### src/rtl/pair_search_pkg.sv
package pair_search_pkg;
  typedef enum logic [3:0] {
    ST_IDLE, ST_START, ST_EVAL, ST_SIGBAD, ST_BACKOFF,
    ST_CLASS, ST_DETBAD, ST_POWER, ST_DENY
  } searchState_t;

  typedef enum logic [1:0] {
    SIG_INVALID = 2'd0, SIG_VALID = 2'd1, SIG_OPEN = 2'd2, SIG_RSVD = 2'd3
  } sigCode_t;

  // entry strobes from control to datapath, valid in the cycle before the edge
  typedef struct packed {
    logic enterStart;
    logic enterEval;
    logic enterBackoff;
    logic enterInvalid;
    logic enterIdle;
    logic sigOk;
  } ctrlStrobe_t;
endpackage

### src/rtl/searchCtrl.sv
module searchCtrl
  import pair_search_pkg::*;
#(
  parameter int EVT_W = 3
) (
  input  logic             clk,
  input  logic             rstN,
  input  logic             psEnable,
  input  logic             portReady,
  input  logic             powerApplied,
  input  logic             detDone,
  input  logic             detTimerDone,
  input  logic             cc2detDone,
  input  logic             backoffDone,
  input  logic             errDelayDone,
  input  logic [1:0]       sigCode,
  input  logic             altB,
  input  logic [EVT_W-1:0] classEvents,
  input  logic             budgetOk,
  output ctrlStrobe_t      strobe,
  output logic             detRequest,
  output logic             powerGrant,
  output logic             powerDeny
);
  searchState_t state, nextState;
  logic sigValid, sigOpen;

  assign sigValid = (sigCode == SIG_VALID);
  assign sigOpen  = (sigCode == SIG_OPEN);

  always_comb begin
    nextState = state;
    if (!psEnable) begin
      nextState = ST_IDLE;
    end else begin
      case (state)
        ST_IDLE:    if (cc2detDone) nextState = ST_DETBAD;
                    else if (portReady && !powerApplied) nextState = ST_START;
        ST_START:   if (detTimerDone) nextState = ST_DETBAD;
                    else if (detDone) nextState = ST_EVAL;
        ST_EVAL:    if (!sigValid) nextState = ST_SIGBAD;
                    else if ((classEvents == '0) && budgetOk && errDelayDone) nextState = ST_POWER;
                    else nextState = ST_CLASS;
        ST_SIGBAD:  nextState = (altB && !sigOpen) ? ST_BACKOFF : ST_DETBAD;
        ST_BACKOFF: if (backoffDone) nextState = ST_IDLE;
        ST_CLASS:   nextState = (budgetOk && errDelayDone) ? ST_POWER : ST_DENY;
        ST_DETBAD:  nextState = ST_IDLE;
        ST_POWER:   nextState = ST_POWER;
        ST_DENY:    nextState = ST_DENY;
        default:    nextState = ST_IDLE;
      endcase
    end
  end

  always_ff @(posedge clk) begin
    if (!rstN) state <= ST_IDLE;
    else       state <= nextState;
  end

  always_comb begin
    strobe.enterStart   = (nextState == ST_START)   && (state != ST_START);
    strobe.enterEval    = (nextState == ST_EVAL)    && (state != ST_EVAL);
    strobe.enterBackoff = (nextState == ST_BACKOFF) && (state != ST_BACKOFF);
    strobe.enterInvalid = (nextState == ST_DETBAD)  && (state != ST_DETBAD);
    strobe.enterIdle    = (nextState == ST_IDLE)    && (state != ST_IDLE);
    strobe.sigOk        = (state == ST_EVAL) && sigValid;
  end

  assign detRequest = (state == ST_START);
  assign powerGrant = (state == ST_POWER);
  assign powerDeny  = (state == ST_DENY);
endmodule

### src/rtl/searchDatapath.sv
module searchDatapath
  import pair_search_pkg::*;
#(
  parameter int PWR_W       = 8,
  parameter int CLS_W       = 3,
  parameter int DEFAULT_REQ = 2
) (
  input  logic             clk,
  input  logic             rstN,
  input  ctrlStrobe_t      strobe,
  input  logic             pdReqValid,
  input  logic [PWR_W-1:0] pdReqPower,
  input  logic [CLS_W-1:0] pdClass,
  input  logic [PWR_W-1:0] availPower,
  output logic             budgetOk,
  output logic             startDetTimer,
  output logic             stopCc2det,
  output logic             startPonTimer,
  output logic             startBackoffTimer,
  output logic             failFlag,
  output logic             validSig,
  output logic [PWR_W-1:0] reqPower,
  output logic [CLS_W-1:0] detClass
);
  localparam logic [PWR_W-1:0] REQ_INIT = PWR_W'(DEFAULT_REQ);

  assign budgetOk = (availPower >= reqPower);

  always_ff @(posedge clk) begin
    if (!rstN) begin
      startDetTimer     <= 1'b0;
      stopCc2det        <= 1'b0;
      startPonTimer     <= 1'b0;
      startBackoffTimer <= 1'b0;
      failFlag          <= 1'b0;
      validSig          <= 1'b0;
      reqPower          <= REQ_INIT;
      detClass          <= '0;
    end else begin
      startDetTimer     <= strobe.enterStart;
      stopCc2det        <= strobe.enterStart;
      startPonTimer     <= strobe.enterEval;
      startBackoffTimer <= strobe.enterBackoff;

      if (strobe.enterStart) begin
        reqPower <= REQ_INIT;
        detClass <= '0;
      end else if (pdReqValid) begin
        reqPower <= pdReqPower;
        detClass <= pdClass;
      end

      if (strobe.enterEval)         failFlag <= 1'b0;
      else if (strobe.enterInvalid) failFlag <= 1'b1;

      if (strobe.enterIdle)  validSig <= 1'b0;
      else if (strobe.sigOk) validSig <= 1'b1;
    end
  end
endmodule

### src/rtl/pairSearch.sv
module pairSearch
  import pair_search_pkg::*;
#(
  parameter int PWR_W       = 8,
  parameter int CLS_W       = 3,
  parameter int EVT_W       = 3,
  parameter int DEFAULT_REQ = 2
) (
  input  logic             clk,
  input  logic             rstN,
  input  logic             psEnable,
  input  logic             portReady,
  input  logic             powerApplied,
  input  logic             detDone,
  input  logic             detTimerDone,
  input  logic             cc2detDone,
  input  logic             backoffDone,
  input  logic             errDelayDone,
  input  logic [1:0]       sigCode,
  input  logic             altB,
  input  logic [EVT_W-1:0] classEvents,
  input  logic             pdReqValid,
  input  logic [PWR_W-1:0] pdReqPower,
  input  logic [CLS_W-1:0] pdClass,
  input  logic [PWR_W-1:0] availPower,
  output logic             detRequest,
  output logic             startDetTimer,
  output logic             stopCc2det,
  output logic             startPonTimer,
  output logic             startBackoffTimer,
  output logic             failFlag,
  output logic             validSig,
  output logic             powerGrant,
  output logic             powerDeny,
  output logic [PWR_W-1:0] reqPower,
  output logic [CLS_W-1:0] detClass
);
  ctrlStrobe_t strobe;
  logic        budgetOk;

  searchCtrl #(.EVT_W(EVT_W)) i_ctrl (
    .clk(clk), .rstN(rstN), .psEnable(psEnable), .portReady(portReady),
    .powerApplied(powerApplied), .detDone(detDone), .detTimerDone(detTimerDone),
    .cc2detDone(cc2detDone), .backoffDone(backoffDone), .errDelayDone(errDelayDone),
    .sigCode(sigCode), .altB(altB), .classEvents(classEvents), .budgetOk(budgetOk),
    .strobe(strobe), .detRequest(detRequest), .powerGrant(powerGrant),
    .powerDeny(powerDeny)
  );

  searchDatapath #(.PWR_W(PWR_W), .CLS_W(CLS_W), .DEFAULT_REQ(DEFAULT_REQ)) i_dp (
    .clk(clk), .rstN(rstN), .strobe(strobe), .pdReqValid(pdReqValid),
    .pdReqPower(pdReqPower), .pdClass(pdClass), .availPower(availPower),
    .budgetOk(budgetOk), .startDetTimer(startDetTimer), .stopCc2det(stopCc2det),
    .startPonTimer(startPonTimer), .startBackoffTimer(startBackoffTimer),
    .failFlag(failFlag), .validSig(validSig), .reqPower(reqPower),
    .detClass(detClass)
  );
endmodule

### config.mk
export PLATFORM = sky130hd
export DESIGN_NAME = pairSearch
export DESIGN_NICKNAME = d
export VERILOG_FILES = /design/src/rtl/pair_search_pkg.sv /design/src/rtl/searchCtrl.sv /design/src/rtl/searchDatapath.sv /design/src/rtl/pairSearch.sv
export SDC_FILE = /design/constraint.sdc
export NUM_CORES = 1
export LEC_CHECK = 0
export ABC_CLOCK_PERIOD_IN_PS = 2700
export BUFFER_PORTS_ARGS = -buffer_cell sky130_fd_sc_hd__buf_4
export CAP_MARGIN = 10
export CORE_MARGIN = 5
export CORE_UTILIZATION = 45
export CTS_BUF_LIST = sky130_fd_sc_hd__clkbuf_8
export DETAILED_ROUTE_END_ITERATION = 10
export PLACE_DENSITY_LB_ADDON = 0.25
export SYNTH_ARGS = -nofsm -noshare
export SYNTH_HDL_FRONTEND = slang
export SYNTH_SLANG_ARGS = --single-unit
### constraint.sdc
create_clock -name clk -period 2.7 [get_ports clk]
set_clock_uncertainty 0.1 [all_clocks]
set_input_delay 0.405 -clock clk [delete_from_list [all_inputs] [get_ports clk]]
set_output_delay 0.405 -clock clk [all_outputs]
set_load 0.005 [all_outputs]
==> metrics.md <==
| Metric | Value |
|---|---|
| Achievable frequency | `around 0.39 GHz` |
| Die area | `about 4200 um2` |
| # diodes | `0` |
| Final core utilization | `roughly two thirds` |
| CP Cell Sequence | `ha_1, nand2b_4, a2111o_1, and3_4, or3_1, a221o_1, mux2_4` |
| DR pass1 iterations | `4` |
| #FFs+latches synth | `20` |
| Leak | `0.000852 uW` |
| TritonCTS clock tree | `built` |
| Top post-synthesis cells by count | `dfxtp_1 (20), a21oi_1 (16), inv_1 (13)` |
| Final setup viols | `0` |
| Port Buf Inserts | `between 50 and 60` |
| First-pass GRT wire length | `5950 um` |
| Startpoint types | `register` |
| Grt total ovfl | `0` |
| Syn nets | `205` |
| Final wirelength | `3620 um` |
| H-tree depth | `1` |
| Initial DRC count | `80` |
| DRC | `0` |
| YS warnings | `0` |
| Clock Path Buffers | `2` |
| WP data required | `roughly 2800 ps` |
| PwrDens | `421 nW/um2` |
| Peak VDD IR | `around 0.00032 V` |
| CTS root buf | `clkbuf_8` |
| CP max stage cell | `a2111o_1` |
| Number of vias per cell | `approximately 5.7` |
| Chip Height | `64.7 um` |
| Top-level port count | `56` |
| Avg WL per Cell | `14.8 um` |
| Area grow syn2layout | `36.1%` |
| Top-count cell post-synth | `dfxtp_1` |
| GRT Total Usage | `around 18%` |
| Cell area after synthesis | `1350 um2` |
| Nets | `259` |
| Worst setup EP type | `register` |
| Core ar. | `roughly 2800 um2` |
| Std cell rows | `19` |
| Routability cong. | `0.935` |
| Initial Utilization | `47.9%` |
| CTS clock-pin slew for the worst setup and hold paths | `70 ps` |
| Largest net degree at the start of global routing | `15` |
| Number of setup buffers added after CTS | `0` |
| Worst-Margin Slew | `509 ps` |
| Power consumption | `slightly below 800 uW` |
| Total CTS buffers | `3` |
| Vias | `1385` |
| Initial antenna violation count | `0` |
| Placed Area | `1770 um2` |
| Area leader, netlist | `dfxtp_1` |
| DP Wirelength | `slightly below 3000 um` |
| Worst rel slew slack | `65.7%` |
| Final period util | `between 90% and 100%` |
| FFs w/ async S/R, synth | `0%` |
| Distinct cell type count after synthesis | `44` |
| Antenna Nets Post-Route | `0` |
| Status | `finished clean` |
| Endpoints failing hold | `0` |
| Die X | `about 65 um` |
| Layout cell share with drive strength beyond 1 | `33.6%` |
| RSZ-0062 raised after global routing | `false` |
| Register area share after synthesis | `29.8%` |
| Sink Count | `20` |
| Post-route cell area | `between 1500 and 2000 um2` |
| Largest stage delay, worst path | `440 ps` |
| Critical Path AT | `between 2000 and 3000 ps` |
| Worst skew pair latency | `260 ps` |
| Ys flop type | `dfxtp_1` |
| Syn Area/Cell | `between 8 and 9 um2` |
| Number of synthesized flops with an enable pin | `0` |
| WS Path Type | `reg2reg` |
| Vias in the first global route | `about 1400` |
| Max cap viols | `0` |
| Synth top area share | `29.8%` |
| Final hold slack | `304 ps` |
| Min-delay worst type | `in2reg` |
| Gate Count Post-Synth | `roughly 160` |
| Crit-path max FO | `3` |
| Area contributors post-synth | `dfxtp_1 (30%), ha_1 (7.4%), a21oi_1 (6.0%)` |
| Tmin final | `2550 ps` |
| Pins Over Slew Limit | `0` |
[placed cells by master (no fill, tap or decap), types with 2 or more instances in the layout]
cell type / Yosys / final
buf_4: 1 / 59
dfxtp_1: 20 / 20
a21oi_1: 16 / 16
inv_1: 13 / 13
nand2_1: 11 / 11
nor2_1: 11 / 10
a211oi_1: 9 / 9
mux2i_1: 8 / 8
ha_1: 8 / 8
nand2b_1: 6 / 6
o21ai_0: 5 / 5
a21o_1: 4 / 4
clkbuf_8: 0 / 4
and2_1: 3 / 3
o31ai_1: 3 / 3
nor4b_1: 3 / 3
o21a_1: 2 / 2
nand3_1: 2 / 2
a31oi_1: 2 / 2
a2111o_1: 2 / 2
and3_1: 2 / 2
or3_1: 2 / 2
[worst paths after layout]
kind	end	cells past startpoint	from	slack, ps
min reg2reg	i_dp.validSig$_SDFFE_PP0P_	2	i_dp.validSig$_SDFFE_PP0P_	430
max	i_dp.failFlag$_SDFFE_PP0P_	7	i_dp.reqPower[0]$_SDFFE_PP0P_	150
min	i_dp.reqPower[3]$_SDFFE_PP0P_	3	rstN	300
max reg2reg	i_dp.failFlag$_SDFFE_PP0P_	7	i_dp.reqPower[0]$_SDFFE_PP0P_	150
[final cells by class]
| cell class | count | area [um2] |
|---|---|---|
| clock buffers | 4 | 55.1 |
| fillers | 252 | 975 |
| inverters | 13 | 48.8 |
| multi-input cells | 118 | 845 |
| flip-flops and latches | 20 | 400 |
| well taps | 31 | 38.8 |
| repair buffers | 59 | 443 |
[what timing repair did]
item	in CTS	in global routing
endpoints found under the setup margin	0	12
hold endpoints to repair	0	0
hold buffers	0	0
gates resized for setup	0	1
[per-stage QoR]
stage | TNS (ps) | instances | setup WS (ps)
3_3_place_gp | 0 | 241 | 18.8
4_1_cts | 0 | 245 | 46.9
2_1_floorplan | 0 | 161 | 104
6_report | 0 | 245 | 151
3_5_place_dp | -786 | 241 | -76.8
5_1_grt | 0 | 245 | 69.0
[metal layers]
metal  global-route usage [%]  part of all wire (%)  wire (um)  up-vias
met5                        0                     0          0        -
met4                     7.39                   1.6         59        0
met3                     5.01                   8.6        310        8
met2                     29.5                    48       1720       48
met1                     22.2                    42       1520      638
li1                         -                     -          -      691
[kinds of logic after synthesis]
logic type / after synthesis / share of synthesized area (%)
AO/OA/AOI/OAI: 50 / 26.0
adder cells (fa/ha/maj): 8 / 7.44
buffers and inverters: 23 / 7.63
flip-flops: 20 / 29.8
multiplexers: 9 / 7.07
AND/OR/NAND/NOR: 51 / 22.1
[critical path, delay by kind of cell (launching register included)]
kind | cells | cell delay, ps
AND/OR/NAND/NOR | 3 | 650
flip-flops | 1 | 330
multiplexers | 1 | 290
AO/OA/AOI/OAI | 2 | 790
adder cells (fa/ha/maj) | 1 | 270
[registers in the layout, indices dropped and copies added, names as in the netlist]
signal,count
i_dp.failFlag,1
i_dp.detClass,3
i_dp.startDetTimer,1
i_dp.startBackoffTimer,1
i_dp.validSig,1
i_dp.reqPower,8
i_dp.startPonTimer,1
i_ctrl.state,4
[power by group]
part	switching, uW	total, uW	internal (uW)
combinational	95.2	208	113
clock	104	234	130
sequential	16.9	329	312
No activity file was read; power rests on OpenSTA's default activity.
